`config.mk`:
```
export PLATFORM = sky130hd
export DESIGN_NAME = ser_lock_detect
export DESIGN_NICKNAME = d
export VERILOG_FILES = /design/src/rtl/lockdet_pkg.sv /design/src/rtl/lockdet_rst_sync.sv /design/src/rtl/ser_sym_classifier.sv /design/src/rtl/ser_thresh_reg.sv /design/src/rtl/ser_window_counter.sv /design/src/rtl/lock_hyst_fsm.sv /design/src/rtl/ser_lock_detect.sv
export SDC_FILE = /design/constraint.sdc
export NUM_CORES = 1
export LEC_CHECK = 0
export CAP_MARGIN = 20
export CORE_ASPECT_RATIO = 0.9
export CORE_MARGIN = 2
export CORE_UTILIZATION = 50
export DETAILED_ROUTE_END_ITERATION = 8
export PLACE_DENSITY = 0.77
export SLEW_MARGIN = 10
export SYNTH_ARGS = -nofsm -noshare
export SYNTH_HDL_FRONTEND = slang
export SYNTH_SLANG_ARGS = --single-unit
```
`constraint.sdc`:
```
create_clock -name clk -period 2.4 [get_ports clk]
set_input_delay 0.36 -clock clk [delete_from_list [all_inputs] [get_ports clk]]
set_output_delay 0.36 -clock clk [all_outputs]
set_load 0.01 [all_outputs]
```
`src/rtl/lockdet_pkg.sv`:
```
package lockdet_pkg;

  // Carrier detector selection driven by the lock state
  typedef enum logic {
    DET_PHASE_FREQ = 1'b0,
    DET_PHASE_ONLY = 1'b1
  } det_mode_e;

  function automatic det_mode_e mode_for_lock(input logic locked);
    return locked ? DET_PHASE_ONLY : DET_PHASE_FREQ;
  endfunction

endpackage

```
`src/rtl/lockdet_rst_sync.sv`:
```
module lockdet_rst_sync #(
  parameter int STAGES = 2
) (
  input  logic clk,
  input  logic rst_n,
  output logic rst_n_sync
);

  logic [STAGES-1:0] shreg_q;

  always_ff @(posedge clk or negedge rst_n) begin
    if (!rst_n) shreg_q <= '0;
    else        shreg_q <= {shreg_q[STAGES-2:0], 1'b1};
  end

  assign rst_n_sync = shreg_q[STAGES-1];

endmodule

```
`src/rtl/ser_sym_classifier.sv`:
```
module ser_sym_classifier #(
  parameter int ERR_W     = 10,
  parameter int ERR_LIMIT = 128
) (
  input  logic             vld_i,
  input  logic [ERR_W-1:0] mag_i_i,
  input  logic [ERR_W-1:0] mag_q_i,
  output logic             sym_err_o
);

  localparam logic [ERR_W-1:0] LIMIT = ERR_W'(ERR_LIMIT);

  logic over_i, over_q;

  always_comb begin
    over_i    = mag_i_i > LIMIT;
    over_q    = mag_q_i > LIMIT;
    sym_err_o = vld_i & (over_i | over_q);
  end

endmodule

```
`src/rtl/ser_thresh_reg.sv`:
```
module ser_thresh_reg #(
  parameter int CNT_W      = 13,
  parameter int DEF_THRESH = 82
) (
  input  logic             clk,
  input  logic             rst_n,
  input  logic             we_i,
  input  logic [CNT_W-1:0] wdata_i,
  output logic [CNT_W-1:0] thresh_o
);

  logic [CNT_W-1:0] thr_q, thr_d;

  always_comb begin
    thr_d = thr_q;
    if (we_i) thr_d = wdata_i;
  end

  always_ff @(posedge clk or negedge rst_n) begin
    if (!rst_n) thr_q <= CNT_W'(DEF_THRESH);
    else        thr_q <= thr_d;
  end

  assign thresh_o = thr_q;

  a_r4_write_loads: assert property (@(posedge clk) disable iff (!rst_n)
    we_i |=> (thr_q == $past(wdata_i)));

  a_r4_hold_without_write: assert property (@(posedge clk) disable iff (!rst_n)
    !we_i |=> $stable(thr_q));

endmodule

```
`src/rtl/ser_window_counter.sv`:
```
module ser_window_counter #(
  parameter int WIN_LEN = 4096,
  parameter int CNT_W   = 13,
  localparam int IDX_W  = (WIN_LEN > 2) ? $clog2(WIN_LEN) : 1
) (
  input  logic             clk,
  input  logic             rst_n,
  input  logic             clr_i,
  input  logic             vld_i,
  input  logic             sym_err_i,
  output logic             win_done_o,
  output logic [CNT_W-1:0] win_cnt_o,
  output logic [CNT_W-1:0] run_cnt_o
);

  localparam logic [IDX_W-1:0] LAST_IDX = IDX_W'(WIN_LEN - 1);

  logic [IDX_W-1:0] sym_q, sym_d;
  logic [CNT_W-1:0] err_q, err_d;
  logic [CNT_W-1:0] est_q, est_d;
  logic             done_q, done_d;
  logic             at_last;
  logic [CNT_W-1:0] err_inc;

  always_comb begin
    at_last = (sym_q == LAST_IDX);
    err_inc = err_q + {{(CNT_W-1){1'b0}}, sym_err_i};
    sym_d   = sym_q;
    err_d   = err_q;
    est_d   = est_q;
    done_d  = 1'b0;
    if (clr_i) begin
      sym_d = '0;
      err_d = '0;
      est_d = '0;
    end else if (vld_i) begin
      if (at_last) begin
        sym_d  = '0;
        err_d  = '0;
        est_d  = err_inc;
        done_d = 1'b1;
      end else begin
        sym_d = sym_q + 1'b1;
        err_d = err_inc;
      end
    end
  end

  always_ff @(posedge clk or negedge rst_n) begin
    if (!rst_n) begin
      sym_q  <= '0;
      err_q  <= '0;
      est_q  <= '0;
      done_q <= 1'b0;
    end else begin
      sym_q  <= sym_d;
      err_q  <= err_d;
      est_q  <= est_d;
      done_q <= done_d;
    end
  end

  assign win_done_o = done_q;
  assign win_cnt_o  = est_q;
  assign run_cnt_o  = err_q;

  a_r2_index_in_window: assert property (@(posedge clk) disable iff (!rst_n)
    sym_q <= LAST_IDX);

  a_r3_errors_bounded: assert property (@(posedge clk) disable iff (!rst_n)
    err_q <= CNT_W'(sym_q));

  a_r2_idle_holds_count: assert property (@(posedge clk) disable iff (!rst_n)
    (!vld_i && !clr_i) |=> ($stable(sym_q) && $stable(err_q) && $stable(est_q)));

  a_r9_clear_counts: assert property (@(posedge clk) disable iff (!rst_n)
    clr_i |=> (sym_q == '0 && err_q == '0 && est_q == '0 && !done_q));

endmodule

```
`src/rtl/lock_hyst_fsm.sv`:
```
module lock_hyst_fsm #(
  parameter int CNT_W     = 13,
  parameter int LOCK_WINS = 2,
  localparam int RUN_W    = $clog2(LOCK_WINS + 1)
) (
  input  logic             clk,
  input  logic             rst_n,
  input  logic             clr_i,
  input  logic             win_done_i,
  input  logic [CNT_W-1:0] win_cnt_i,
  input  logic [CNT_W-1:0] run_cnt_i,
  input  logic [CNT_W-1:0] thresh_i,
  output logic             lock_o
);

  localparam logic [RUN_W-1:0] RUN_MAX  = RUN_W'(LOCK_WINS);
  localparam logic [RUN_W-1:0] RUN_LAST = RUN_W'(LOCK_WINS - 1);

  logic             lock_q, lock_d;
  logic [RUN_W-1:0] good_q, good_d;
  logic             win_good;
  logic             run_bad;

  always_comb begin
    win_good = win_cnt_i < thresh_i;
    run_bad  = run_cnt_i >= thresh_i;
    lock_d   = lock_q;
    good_d   = good_q;
    if (clr_i) begin
      lock_d = 1'b0;
      good_d = '0;
    end else if (win_done_i) begin
      if (win_good) begin
        if (good_q != RUN_MAX) good_d = good_q + 1'b1;
        if (good_q >= RUN_LAST) lock_d = 1'b1;
      end else begin
        good_d = '0;
        lock_d = 1'b0;
      end
    end else if (lock_q && run_bad) begin
      good_d = '0;
      lock_d = 1'b0;
    end
  end

  always_ff @(posedge clk or negedge rst_n) begin
    if (!rst_n) begin
      lock_q <= 1'b0;
      good_q <= '0;
    end else begin
      lock_q <= lock_d;
      good_q <= good_d;
    end
  end

  assign lock_o = lock_q;

  a_r5_lock_follows_window: assert property (@(posedge clk) disable iff (!rst_n)
    $rose(lock_q) |-> $past(win_done_i));

  a_r6_bad_window_unlocks: assert property (@(posedge clk) disable iff (!rst_n)
    (win_done_i && (win_cnt_i >= thresh_i)) |=> (!lock_q && good_q == '0));

  a_r7_early_drop: assert property (@(posedge clk) disable iff (!rst_n)
    (lock_q && !win_done_i && (run_cnt_i >= thresh_i)) |=> !lock_q);

  a_r9_clear_unlocks: assert property (@(posedge clk) disable iff (!rst_n)
    clr_i |=> (!lock_q && good_q == '0));

  a_r5_run_saturates: assert property (@(posedge clk) disable iff (!rst_n)
    good_q <= RUN_MAX);

endmodule

```
`src/rtl/ser_lock_detect.sv`:
```
module ser_lock_detect #(
  parameter int ERR_W      = 10,
  parameter int ERR_LIMIT  = 128,
  parameter int WIN_LEN    = 4096,
  parameter int DEF_THRESH = 82,
  parameter int LOCK_WINS  = 2,
  parameter int CNT_W      = $clog2(WIN_LEN + 1)
) (
  input  logic             clk,
  input  logic             rst_n,
  input  logic             clr_i,
  input  logic             sym_vld_i,
  input  logic [ERR_W-1:0] err_i_mag_i,
  input  logic [ERR_W-1:0] err_q_mag_i,
  input  logic             thr_we_i,
  input  logic [CNT_W-1:0] thr_wdata_i,
  output logic             lock_o,
  output logic             pd_only_o,
  output logic [CNT_W-1:0] ser_est_o
);

  import lockdet_pkg::*;

  logic             rst_n_s;
  logic             sym_err;
  logic             win_done;
  logic [CNT_W-1:0] win_cnt;
  logic [CNT_W-1:0] run_cnt;
  logic [CNT_W-1:0] thresh;
  logic             locked;
  det_mode_e        det_mode;

  lockdet_rst_sync #(.STAGES(2)) u_rst_sync (
    .clk        (clk),
    .rst_n      (rst_n),
    .rst_n_sync (rst_n_s)
  );

  ser_sym_classifier #(.ERR_W(ERR_W), .ERR_LIMIT(ERR_LIMIT)) u_classify (
    .vld_i     (sym_vld_i),
    .mag_i_i   (err_i_mag_i),
    .mag_q_i   (err_q_mag_i),
    .sym_err_o (sym_err)
  );

  ser_window_counter #(.WIN_LEN(WIN_LEN), .CNT_W(CNT_W)) u_window (
    .clk        (clk),
    .rst_n      (rst_n_s),
    .clr_i      (clr_i),
    .vld_i      (sym_vld_i),
    .sym_err_i  (sym_err),
    .win_done_o (win_done),
    .win_cnt_o  (win_cnt),
    .run_cnt_o  (run_cnt)
  );

  ser_thresh_reg #(.CNT_W(CNT_W), .DEF_THRESH(DEF_THRESH)) u_thresh (
    .clk      (clk),
    .rst_n    (rst_n_s),
    .we_i     (thr_we_i),
    .wdata_i  (thr_wdata_i),
    .thresh_o (thresh)
  );

  lock_hyst_fsm #(.CNT_W(CNT_W), .LOCK_WINS(LOCK_WINS)) u_fsm (
    .clk        (clk),
    .rst_n      (rst_n_s),
    .clr_i      (clr_i),
    .win_done_i (win_done),
    .win_cnt_i  (win_cnt),
    .run_cnt_i  (run_cnt),
    .thresh_i   (thresh),
    .lock_o     (locked)
  );

  always_comb det_mode = mode_for_lock(locked);

  assign lock_o    = locked;
  assign pd_only_o = (det_mode == DET_PHASE_ONLY);
  assign ser_est_o = win_cnt;

  a_r8_mode_tracks_lock: assert property (@(posedge clk) disable iff (!rst_n_s)
    pd_only_o == lock_o);

endmodule

```
==> flow_summary.ini <==
[run_status]
outcome = finished clean

[die]
start_util = 0.525
die_y_um = 80.4
rows = 27
core_area_um2 = 6180
ioPinCount = 53
dieWidth_um = 88.9
die-area_um2 = 7150

[timing]
drv_slew = 0
layout_worst_path_cycle_share = 0.947
fin_skew_ns = 0.00769
rsz0062_at_grt = no
min_period_ns = 2.27
fin_tns_setup_ns = 0
hold_violations = 0
relSlewSlack = 0.594
finalWorstSetupSlack_ns = 0.127
max_slew.worst_pin.slew_ns = 0.609
finalSetupViolCount = 0
holdWs_ns = 0.186
max_freq_mhz = 440

[routing]
ant_nets = 0
via_per_inst = 5.32
wirelength_um = 7350
first_iter_violations = 117
avgRoutedWirePerCell_um = 14.3
drc = 0
first_pass_iters = 4
num_vias = 2737

[worst_setup_path]
slowest_delay_ns = 0.52
crit_chain = dlygate4sd2_1 -> or4_4 -> o41ai_2 -> a31oi_1 -> ha_2 -> ha_4 -> nand3_4 -> nor2_4 -> and3_4 -> xnor2_2 -> a211oi_2
crit_family = simple AND/OR/NAND/NOR gates
path_max_fanout = 3
crit_slowest_cell = or4_4
worstPathArrival_ns = 2.53
worstPathRequired_ns = 2.65
endpoint_kind = register
critPathBufInv = 1
criticalPathCategory = in -> reg
crit_path_start_kind = input port

[yosys]
avgSynthCellArea_um2 = 9.19
synth_seq_cells = 57
synth-async-reset-ratio = 1.00
synthDistinctLibCells = 39
ys_seq_area_frac = 0.441
synth_edf_count = 0
ys.warnings.count = 0
postSynthCellCount = 353
synthFlopType = dfrtp_1
syn_nets = 422
syn-cell-area_um2 = 3240

[global_routing]
globalRoute.totalOverflow = 0
grt_util_all_layers = 0.226
antenna_found_initial = 0
grt_first_pass_wirelength_um = 12300
grt_pass1_vias = 2778
grt_start_max_net_pins = 30

[clock_tree]
cts_hold_buffers = 0
clk_root_buffer_cell = clkbuf_8
insertion_delay_ns = 0.33
numCtsBuffers = 9
cts_buffer_depth = 2
clock-sinks = 57
htreeDepth = 3
tritoncts = done
clk_pin_slew_worst_paths_ns = 0.06

[power]
power.density_nw_per_um2 = 502
leakagePower_nw = 1.87
finalPower_mw = 2.13
vdd_drop_max_mv = 0.260

[place]
hpwl_um = 5420
post-place-ws_ns = -0.483
port_buffers = 52
place.gp.congestion = 0.850

[cells_and_area]
n_antenna_cell = 0
drive_above_1_share = 0.143
fillCellCount = 486
final_util = 0.686
layout-area-overhead-vs-synth_pct = 30.8
fin_nets = 491

[hold_path]
hp-class = in -> async

[job]
cap_violations = 0
## timing repair
action / CTS / global route
endpoints found under the hold margin: 0 / 0
pin swaps: 10 / 9
setup endpoints to repair: 10 / 14
resized for setup: 14 / 8
setup buffers: 0 / 1
## cell families after synthesis
group	synth area share
other cells	0.00116
buf+inv	0.0424
simple gates	0.185
fa+ha+maj	0.120
mux	0.00347
xor+xnor	0.0567
flops	0.441
compound gates	0.150
## routing by layer
| layer | share of wire | GRT usage | vias to the layer above |
|---|---|---|---|
| met5 | 0 | 0 | - |
| met1 | 0.44 | 0.269 | 1303 |
| met2 | 0.50 | 0.398 | 73 |
| met4 | 0.0059 | 0.0545 | 0 |
| li1 | - | - | 1356 |
| met3 | 0.053 | 0.0647 | 5 |
## synthesized netlist by cell type, drive strengths merged (2+ instances only)
cell	number	share of area
xnor2	9	0.024
o31ai	2	0.0046
nor4	2	0.0058
dfstp	3	0.024
a211oi	14	0.043
o21ai	33	0.051
nand2b	3	0.0058
a21oi	16	0.025
o41ai	2	0.0054
nand3	9	0.014
ha	31	0.12
nand4	7	0.014
inv	20	0.023
a21o	3	0.0069
xor2	12	0.032
nand2	52	0.060
nor2	44	0.053
and3	4	0.0077
dfrtp	54	0.42
nor3	6	0.0093
o211ai	2	0.0046
or3	2	0.0039
a22o	2	0.0054
clkbuf	7	0.0081
or4	3	0.0081
buf	5	0.011
## flip-flops by register name, indices dropped and copies added (netlist names)
register	flops
u_window.win_done_o	1
u_rst_sync.shreg_q	2
u_window.win_cnt_o	13
u_window.run_cnt_o	13
u_fsm.lock_o	1
u_window.sym_q	12
u_fsm.good_q	2
u_thresh.thresh_o	13
## layout by cell type, fill, tap and decap left out, drive strengths merged, types with 12 or more instances in the layout
| master | count |
|---|---|
| dfrtp | 54 |
| ha | 31 |
| buf | 18 |
| a21oi | 16 |
| nand2 | 52 |
| clkdlybuf4s50 | 44 |
| nor2 | 44 |
| xor2 | 12 |
| inv | 20 |
| clkbuf | 13 |
| a211oi | 14 |
| o21ai | 33 |
## per-stage QoR
stage	std cells	cell area (um2)
after global routing	514	4240
after floorplan	353	3250
after CTS	513	4200
final	514	4240
after detailed placement	497	3960
after global placement	497	3960
## layout make-up
| class | count | area [um2] | share of cell area |
|---|---|---|---|
| inverter | 20 | 75.1 | 0.0177 |
| multi-input combinational | 264 | 1760 | 0.416 |
| clock inverter | 3 | 40.0 | 0.00944 |
| timing repair buffer | 70 | 666 | 0.157 |
| clock buffer | 13 | 159 | 0.0375 |
| sequential | 57 | 1430 | 0.337 |
| tap | 87 | 109 | 0.0257 |
## path summary, 6_finish.rpt
path                                            start                     end  slack, ns  cells after the start
worst max-delay path                   err_q_mag_i[6]  u_window.win_cnt_o[12]       0.13                     11
worst min-delay path                            rst_n   u_rst_sync.shreg_q[0]       0.19                      1
worst max register to register   u_thresh.thresh_o[6]         u_fsm.good_q[0]       0.25                      8
worst min register to register  u_rst_sync.shreg_q[1]   u_window.win_cnt_o[3]       0.28                      0
max in group asynchronous       u_rst_sync.shreg_q[1]         u_fsm.good_q[1]       1.55                      1
min in group clk                u_rst_sync.shreg_q[0]   u_rst_sync.shreg_q[1]       0.36                      0
## power by group
group          internal [mW]  leakage [nW]  switching, mW
Clock                  0.533         0.103          0.358
Combinational          0.110          1.01          0.115
Sequential             0.991         0.760         0.0209
Power figures use the tool's default switching activity.
